===== src/rtl/shipsw_pkg.sv =====
`timescale 1ns/1ps
package shipsw_pkg;

    typedef enum logic [1:0] {
        MODE_IDLE     = 2'b00,
        MODE_SHUTDOWN = 2'b01,
        MODE_SHIP     = 2'b10,
        MODE_RESET    = 2'b11
    } mode_t;

    typedef enum logic [2:0] {
        ST_IDLE,
        ST_ARMED,
        ST_SHUTDOWN,
        ST_SHIP,
        ST_PULSE
    } state_t;

    typedef struct packed {
        logic sw_en;
        logic host_if_en;
        logic hiz_req;
    } drive_t;

    function automatic int max2(input int a, input int b);
        return (a > b) ? a : b;
    endfunction

    function automatic logic is_low_power(input mode_t m);
        return (m == MODE_SHUTDOWN) || (m == MODE_SHIP);
    endfunction

endpackage


===== src/rtl/shipsw_inputs.sv =====
`timescale 1ns/1ps
module shipsw_inputs (
    input  logic clk,
    input  logic rst,
    input  logic wake_n,
    input  logic adapter_present,
    output logic wake_req,
    output logic plug_evt
);
    logic wake_s1, wake_s2;
    logic adp_q;

    always_ff @(posedge clk) begin
        if (rst) begin
            wake_s1 <= 1'b1;
            wake_s2 <= 1'b1;
            adp_q   <= 1'b0;
        end else begin
            wake_s1 <= wake_n;
            wake_s2 <= wake_s1;
            adp_q   <= adapter_present;
        end
    end

    assign wake_req = ~wake_s2;
    assign plug_evt = adapter_present & ~adp_q;
endmodule


===== src/rtl/shipsw_timer.sv =====
`timescale 1ns/1ps
module shipsw_timer #(
    parameter int CNT_W = 8
) (
    input  logic             clk,
    input  logic             rst,
    input  logic             load,
    input  logic [CNT_W-1:0] load_val,
    output logic             zero
);
    logic [CNT_W-1:0] cnt_q;

    always_ff @(posedge clk) begin
        if (rst)
            cnt_q <= '0;
        else if (load)
            cnt_q <= load_val;
        else if (cnt_q != '0)
            cnt_q <= cnt_q - 1'b1;
    end

    assign zero = (cnt_q == '0);
endmodule


===== src/rtl/shipsw_fsm.sv =====
`timescale 1ns/1ps
module shipsw_fsm
    import shipsw_pkg::*;
#(
    parameter int ENTRY_DLY_CYC = 8,
    parameter int PULSE_CYC     = 20,
    parameter int CNT_W         = 5
) (
    input  logic             clk,
    input  logic             rst,
    input  logic             wr_en,
    input  logic [1:0]       wr_mode,
    input  logic             dly_sel,
    input  logic             adapter_present,
    input  logic             vbus_high,
    input  logic             wake_req,
    input  logic             plug_evt,
    input  logic             tmr_zero,
    output logic             tmr_load,
    output logic [CNT_W-1:0] tmr_val,
    output logic             sw_en,
    output logic             host_if_en,
    output logic             hiz_req,
    output logic [1:0]       mode_stat
);
    localparam logic [CNT_W-1:0] ENTRY_LOAD = CNT_W'(ENTRY_DLY_CYC - 1);
    localparam logic [CNT_W-1:0] PULSE_LOAD = CNT_W'(PULSE_CYC - 1);

    state_t state_q, state_d;
    mode_t  mode_q, mode_d;
    mode_t  req;
    drive_t drv;

    assign req = mode_t'(wr_mode);

    always_comb begin
        state_d  = state_q;
        mode_d   = mode_q;
        tmr_load = 1'b0;
        tmr_val  = '0;
        unique case (state_q)
            ST_IDLE: begin
                if (wr_en) begin
                    if (is_low_power(req)) begin
                        if (!adapter_present) begin
                            mode_d = req;
                            if (dly_sel) begin
                                state_d  = ST_ARMED;
                                tmr_load = 1'b1;
                                tmr_val  = ENTRY_LOAD;
                            end else begin
                                state_d = (req == MODE_SHUTDOWN) ? ST_SHUTDOWN : ST_SHIP;
                            end
                        end
                    end else if (req == MODE_RESET) begin
                        mode_d   = MODE_RESET;
                        tmr_load = 1'b1;
                        if (dly_sel) begin
                            state_d = ST_ARMED;
                            tmr_val = ENTRY_LOAD;
                        end else begin
                            state_d = ST_PULSE;
                            tmr_val = PULSE_LOAD;
                        end
                    end
                end
            end
            ST_ARMED: begin
                if (wr_en && req == MODE_IDLE) begin
                    state_d = ST_IDLE;
                    mode_d  = MODE_IDLE;
                end else if (tmr_zero) begin
                    unique case (mode_q)
                        MODE_SHUTDOWN: state_d = ST_SHUTDOWN;
                        MODE_SHIP:     state_d = ST_SHIP;
                        default: begin
                            state_d  = ST_PULSE;
                            tmr_load = 1'b1;
                            tmr_val  = PULSE_LOAD;
                        end
                    endcase
                end
            end
            ST_SHUTDOWN: begin
                if (plug_evt) begin
                    state_d = ST_IDLE;
                    mode_d  = MODE_IDLE;
                end
            end
            ST_SHIP: begin
                if (plug_evt || wake_req || (wr_en && req == MODE_IDLE)) begin
                    state_d = ST_IDLE;
                    mode_d  = MODE_IDLE;
                end
            end
            ST_PULSE: begin
                if (tmr_zero) begin
                    state_d = ST_IDLE;
                    mode_d  = MODE_IDLE;
                end
            end
            default: begin
                state_d = ST_IDLE;
                mode_d  = MODE_IDLE;
            end
        endcase
    end

    always_ff @(posedge clk) begin
        if (rst) begin
            state_q <= ST_IDLE;
            mode_q  <= MODE_IDLE;
        end else begin
            state_q <= state_d;
            mode_q  <= mode_d;
        end
    end

    always_comb begin
        drv.sw_en      = (state_q == ST_IDLE) || (state_q == ST_ARMED);
        drv.host_if_en = (state_q != ST_SHUTDOWN);
        drv.hiz_req    = (state_q == ST_PULSE) && vbus_high;
    end

    assign sw_en      = drv.sw_en;
    assign host_if_en = drv.host_if_en;
    assign hiz_req    = drv.hiz_req;
    assign mode_stat  = mode_q;

    AST_HOST_OFF_ONLY_SHUTDOWN: assert property (@(posedge clk) disable iff (rst)
        !host_if_en |-> (mode_q == MODE_SHUTDOWN));
    AST_SHUTDOWN_HOLDS: assert property (@(posedge clk) disable iff (rst)
        (state_q == ST_SHUTDOWN && !plug_evt) |=> (!sw_en && !host_if_en));
    AST_SHIP_DIRECT: assert property (@(posedge clk) disable iff (rst)
        (state_q == ST_IDLE && wr_en && req == MODE_SHIP && !adapter_present && !dly_sel)
        |=> (!sw_en && host_if_en));
    AST_SHIP_HOST_WAKE: assert property (@(posedge clk) disable iff (rst)
        (state_q == ST_SHIP && wr_en && req == MODE_IDLE) |=> (sw_en && mode_q == MODE_IDLE));
    AST_ADAPTER_BLOCKS: assert property (@(posedge clk) disable iff (rst)
        (state_q == ST_IDLE && wr_en && is_low_power(req) && adapter_present)
        |=> (sw_en && mode_q == MODE_IDLE));
    AST_PULSE_ENDS_IDLE: assert property (@(posedge clk) disable iff (rst)
        (state_q == ST_PULSE && tmr_zero) |=> (sw_en && mode_q == MODE_IDLE));
    AST_HIZ_QUALIFIED: assert property (@(posedge clk) disable iff (rst)
        hiz_req |-> (!sw_en && vbus_high && mode_q == MODE_RESET));
    AST_PULSE_IGNORES_WRITE: assert property (@(posedge clk) disable iff (rst)
        (state_q == ST_PULSE && !tmr_zero && wr_en) |=> (!sw_en && $stable(mode_q)));
    AST_OFF_NOT_IDLE: assert property (@(posedge clk) disable iff (rst)
        !sw_en |-> (mode_q != MODE_IDLE));
endmodule


===== src/rtl/shipsw_ctrl.sv =====
`timescale 1ns/1ps
module shipsw_ctrl
    import shipsw_pkg::*;
#(
    parameter int ENTRY_DLY_CYC = 500_000,
    parameter int PULSE_CYC     = 17_500_000
) (
    input  logic       clk,
    input  logic       rst,
    input  logic       wr_en,
    input  logic [1:0] wr_mode,
    input  logic       dly_sel,
    input  logic       adapter_present,
    input  logic       vbus_high,
    input  logic       wake_n,
    output logic       sw_en,
    output logic       host_if_en,
    output logic       hiz_req,
    output logic [1:0] mode_stat
);
    localparam int CNT_W = $clog2(max2(ENTRY_DLY_CYC, PULSE_CYC) + 1);

    logic             wake_req;
    logic             plug_evt;
    logic             tmr_load;
    logic [CNT_W-1:0] tmr_val;
    logic             tmr_zero;

    shipsw_inputs u_inputs (
        .clk             (clk),
        .rst             (rst),
        .wake_n          (wake_n),
        .adapter_present (adapter_present),
        .wake_req        (wake_req),
        .plug_evt        (plug_evt)
    );

    shipsw_timer #(.CNT_W(CNT_W)) u_timer (
        .clk      (clk),
        .rst      (rst),
        .load     (tmr_load),
        .load_val (tmr_val),
        .zero     (tmr_zero)
    );

    shipsw_fsm #(
        .ENTRY_DLY_CYC (ENTRY_DLY_CYC),
        .PULSE_CYC     (PULSE_CYC),
        .CNT_W         (CNT_W)
    ) u_fsm (
        .clk             (clk),
        .rst             (rst),
        .wr_en           (wr_en),
        .wr_mode         (wr_mode),
        .dly_sel         (dly_sel),
        .adapter_present (adapter_present),
        .vbus_high       (vbus_high),
        .wake_req        (wake_req),
        .plug_evt        (plug_evt),
        .tmr_zero        (tmr_zero),
        .tmr_load        (tmr_load),
        .tmr_val         (tmr_val),
        .sw_en           (sw_en),
        .host_if_en      (host_if_en),
        .hiz_req         (hiz_req),
        .mode_stat       (mode_stat)
    );
endmodule


===== config.mk =====
export PLATFORM = sky130hd
export DESIGN_NAME = shipsw_ctrl
export DESIGN_NICKNAME = d
export VERILOG_FILES = /design/src/rtl/shipsw_pkg.sv /design/src/rtl/shipsw_inputs.sv /design/src/rtl/shipsw_timer.sv /design/src/rtl/shipsw_fsm.sv /design/src/rtl/shipsw_ctrl.sv
export SDC_FILE = /design/constraint.sdc
export NUM_CORES = 1
export LEC_CHECK = 0
export BUFFER_PORTS_ARGS = -buffer_cell sky130_fd_sc_hd__buf_2
export CORE_MARGIN = 4
export CORE_UTILIZATION = 60
export CTS_CLUSTER_DIAMETER = 60
export DETAILED_ROUTE_END_ITERATION = 8
export PLACE_DENSITY = 0.9
export SYNTH_ARGS = -nofsm -noshare
export SYNTH_HDL_FRONTEND = slang
export SYNTH_SLANG_ARGS = --single-unit

===== constraint.sdc =====
create_clock -name clk -period 4.5 [get_ports clk]
set_input_delay 0 -clock clk [delete_from_list [all_inputs] [get_ports clk]]
set_output_delay 0 -clock clk [all_outputs]
set_load 0.005 [all_outputs]

Word-level counts from Yosys, hierarchy flattened
Cells that the tools add are included.
{"block": "totals", "output_inout_bits": 5, "inputBits": 9, "elab_cells": 86, "ram_bits": 0, "regBits": 33, "rom_bits": 0, "latch_bits": 0, "n_memories": 0}
{"block": "op_classes", "muxes": 44, "n_reduce_logical": 14, "n_eq_ne": 18, "n_shift": 0, "div": 0, "n_lt_le_gt_ge": 0, "add_sub_neg": 1, "n_bitwise": 3, "n_mul": 0}
{"op": "$mux W25", "count": 10}
{"op": "$pmux W25 S2", "count": 1}
{"op": "$mux W3", "count": 11}
{"op": "$logic_not A25 Y1", "count": 1}
{"op": "$reduce_bool A25 Y1", "count": 1}
{"op": "$sub A25 B1 Y25 const B", "count": 1}
{"op": "$mux W19", "count": 1}
{"op": "$mux W2", "count": 8}
{"op": "$pmux W3 S5", "count": 1}
{"op": "$reduce_and A7 Y1", "count": 2}
{"op": "$pmux W2 S5", "count": 1}
{"op": "$mux W1", "count": 9}
{"op": "$eq A2 B2 Y1 const B", "count": 3}
{"op": "$eq A3 B2 Y1 const B", "count": 2}
{"op": "$ne A2 B1 Y1 const B", "count": 3}
{"op": "$ne A3 B2 Y1 const B", "count": 2}
{"op": "$pmux W3 S2", "count": 1}
{"op": "$eq A2 B1 Y1 const B", "count": 2}
{"op": "$logic_or A1 B1 Y1", "count": 4}
{"op": "$ne A2 B2 Y1 const B", "count": 2}
{"op": "$eq A3 B1 Y1 const B", "count": 1}
{"op": "$eq A3 B3 Y1 const B", "count": 1}
{"op": "$logic_not A3 Y1", "count": 1}
{"op": "$ne A3 B1 Y1 const B", "count": 1}
{"op": "8 further kinds", "count": 10}

Depth between registers and ports, before layout
{"block": "logic_depth", "depth_word": 7, "depth_mapped": 8, "depth_no_buf": 7}

Modules after synthesis
A second synthesis with hierarchy kept.
{"block": "unflattened", "cells_unflattened": 253, "area_unflattened_um2": 2117.0}
{"module": "shipsw_timer", "area_each_um2": 1350.0, "n_inst": 1, "seq_area_each_um2": 500.5, "cells_per_inst": 155}
{"module": "shipsw_fsm", "area_each_um2": 675.6, "n_inst": 1, "seq_area_each_um2": 100.1, "cells_per_inst": 90}
{"module": "shipsw_inputs", "area_each_um2": 91.3, "n_inst": 1, "seq_area_each_um2": 60.1, "cells_per_inst": 8}

Worst setup path before layout
No wires, ideal clock.
{"block": "synth_timing", "path_type": "reg2reg", "start": "reg u_timer.cnt_q[0]", "end": "reg u_timer.cnt_q[19]", "stages_incl_launch_ff": 9, "period_less_slack_ns": 1.933, "setup_time_ns": 0.086, "arrival_time_ns": 1.847, "path_buffers": 1, "required_time_ns": 4.414, "path_slack_ns": 2.567, "cell_sequence": "dfxtp_1 -> inv_1 -> ha_1 -> nor4b_2 -> and4_2 -> a31oi_1 -> clkbuf_1 -> o21ai_0 -> a211oi_1"}
{"block": "synth_via", "elab_chain_cells": 5, "elab_cells_between_ends": 12, "cone_classes": "add/sub: 1; mux: 8; reduce/logical: 3"}
{"element": "start, declared", "line_no": "shipsw_timer.sv:11", "rtl": "logic [CNT_W-1:0] cnt_q;"}
{"element": "start signal, assigned", "line_no": "shipsw_timer.sv:17", "rtl": "cnt_q <= load_val;"}
{"element": "start signal, assigned", "line_no": "shipsw_timer.sv:19", "rtl": "cnt_q <= cnt_q - 1'b1;"}
{"element": "parallel branches: the longest is 5 deep, another holds $sub A25 B1 Y25"}
Several ways; the timed one is not identified. The select of a mux whose other input is x is not followed.
A chain may end at the register's enable or synchronous reset.

Worst setup path after layout
{"block": "layout_timing", "start": "reg u_timer.cnt_q[0]", "end": "reg u_timer.cnt_q[15]"}
Same word-level chain as after synthesis.

==> results_dict.tcl <==
set metrics [dict create \
    cts_max_level 2 \
    clock_skew_ns 0.00637 \
    worstPathMaxFanout 11 \
    nets 252 \
    outcome "completed" \
    dieWidth_um 65.6 \
    clkSinkCount 33 \
    hold_ws_ns 0.0973 \
    drt-wirelength-per-cell_um 15.5 \
    hpwl_um 3190 \
    fmax_mhz 365 \
    grt_max_degree 28 \
    start_util_pct 64.1 \
    vdd_drop_max_uv 411 \
    hold_viol_final 0 \
    fin_setup_tns_ns 0 \
    drt_first_pass_iters 4 \
    viasPerCell 6.32 \
    die_h_um 65.6 \
    setup_viol 0 \
    ys_seq_area_share_pct 33.2 \
    syn_inst 224 \
    ys_types 59 \
    antenna_found_initial 0 \
    syn_to_final_growth_pct 9.63 \
    power_density_nw_per_um2 821 \
    end_kind "flip-flop" \
    ctsResizeCount 0 \
    yosysTopAreaCellShare_pct 33.2 \
    fin_crit_ns 2.74 \
    synthFlopType "dfxtp_1" \
    drc 0 \
    hold_path_class "in -> reg" \
    synthesis.area_um2 1990 \
    postCtsSetupRepairBufs 0 \
    num_rows 20 \
    grt_setup_unrepaired "no" \
    timing.final.crit_share_pct 60.8 \
    synth_edf_count 0 \
    io_buffers 13 \
    fp.coreArea_um2 3100 \
    drv_slew 0 \
    grt_usage_pct 23.0 \
    clockBufferDepth 2 \
    initialDrtViolationCount 151 \
    dpl-instance-area_um2 2060 \
    clk_pin_slew_worst_paths_ns 0.10 \
    grt_pass1_wl_um 7600 \
    vias 1777 \
    grt_pass1_vias 1701 \
    utilization_pct 70.2 \
    cts_root_buf "clkbuf_4" \
    fin_area_um2 2180 \
    tightest_slew_ns 0.879 \
    tritoncts "built" \
    place_congestion 0.979 \
    ant_nets 0 \
    cts_made_buffers 5 \
    async_reset_ff_share_pct 0 \
    critPathKind "reg -> reg" \
    yosys-top-cells-area "dfxtp_1 33%, a21oi_1 7.0%, ha_1 4.4%, nor2_1 2.8%, xor2_1 2.6%" \
    die-area_um2 4300 \
    avgSynthCellArea_um2 8.88 \
    maxSlewHeadroom_pct 41.1 \
    critPathRequiredTime_ns 4.77 \
    crit_arrival_ns 3.01 \
    drive_gt1_share_pct 18.6 \
    antenna_cells 0 \
    routed_wl_um 4360 \
    ys_ff_latch 33 \
    clkLatencyLatePin_ns 0.34 \
    synth.yosys.warnings 0 \
    synth_fp_nets 240 \
    yosys.area.top_type "dfxtp_1" \
    overflow 0 \
    start_kind "flip-flop" \
    power_leakage_nw 0.802 \
    max_cap_viol_count 0 \
    pin_count 14 \
]
stage by stage:
| step | setup WS, ns | std cells | power [mW] |
|---|---|---|---|
| 2_1_floorplan | 2.57 | 224 | 1.32 |
| 3_5_place_dp | 1.83 | 271 | 1.49 |
| 6_report | 1.76 | 281 | 1.79 |
| 3_3_place_gp | 2.02 | 271 | 1.47 |
| 5_1_grt | 1.66 | 281 | 1.92 |
| 4_1_cts | 1.81 | 281 | 1.77 |
per-layer routing:
layer	global-route usage, %	wire length [um]	share of wire, %
met5	0	0	0
met4	11.7	82	1.9
met3	5.81	285	6.5
met2	36.9	2080	48
met1	28.5	1920	44
logic make-up after synthesis:
family                   synth area share, %
XOR/XNOR                                4.41
adder cells (fa/ha/maj)                 4.41
buffers and inverters                   4.28
AND/OR/NAND/NOR                         29.4
multiplexers                            1.07
flip-flops                              33.2
AO/OA/AOI/OAI                           23.2
final timing paths:
check,cells past startpoint,to,slack (ns),start
max,7,u_timer.cnt_q[15],1.76,u_timer.cnt_q[0]
min,2,u_fsm.state_q[1],0.1,rst
max reg2reg,7,u_timer.cnt_q[15],1.76,u_timer.cnt_q[0]
min reg2reg,1,u_inputs.wake_s2,0.43,u_inputs.wake_s1
power by group:
| part | switching [mW] | internal, mW | total (mW) | leakage [nW] |
|---|---|---|---|---|
| Sequential | 0.127 | 0.405 | 0.531 | 0.271 |
| Combinational | 0.585 | 0.396 | 0.980 | 0.476 |
| Clock | 0.105 | 0.172 | 0.277 | 0.0552 |
| Total | 0.816 | 0.972 | 1.79 | 0.802 |
flip-flops by register name, indices dropped and copies added (netlist names):
register and cells:
u_timer.cnt_q 25, u_fsm.state_q 3, u_fsm.mode_stat 2, u_inputs.adp_q 1, u_inputs.wake_s1 1, u_inputs.wake_s2 1
final cells by class:
cell class	count	area [um^2]
Multi-Input combinational cell	172	1240
Fill cell	275	923
Sequential cell	33	661
Timing Repair Buffer	15	85.1
Clock inverter	3	65.1
Tap cell	44	55.1
Clock buffer	5	37.5
Inverter	9	33.8
Yosys cell counts (all sizes together) (6+ instances only):
| cell type | number |
|---|---|
| nor3 | 8 |
| o41ai | 6 |
| dfxtp | 33 |
| nand4 | 6 |
| o21ai | 10 |
| nor2 | 16 |
| a21oi | 28 |
| or3 | 7 |
| xor2 | 6 |
| nor2b | 6 |
| inv | 9 |
| ha | 7 |
cell usage in the layout, fill, tap and decap left out, types with 6 or more instances in the layout:
master and instances:
buf_2 13, dfxtp_1 33, o21ai_0 10, ha_1 7
nor2b_1 6, nor2_1 15, inv_1 9, a21oi_1 28
nor3_1 7, xor2_1 6
worst max-delay path: stages, from the launching register on:
cell,delay (ns)
dfxtp_1,0.41
inv_1,0.11
ha_1,0.21
nor4b_2,0.18
and4_2,0.28
a31oi_1,0.72
nand2b_1,0.48
o22ai_1,0.27
timing repair:
| action | in CTS | in global routing |
|---|---|---|
| hold endpoints to repair | 2 | 0 |
| setup endpoints to repair | 0 | 0 |
| hold buffers | 2 | 0 |
Power figures use the tool's default switching activity.
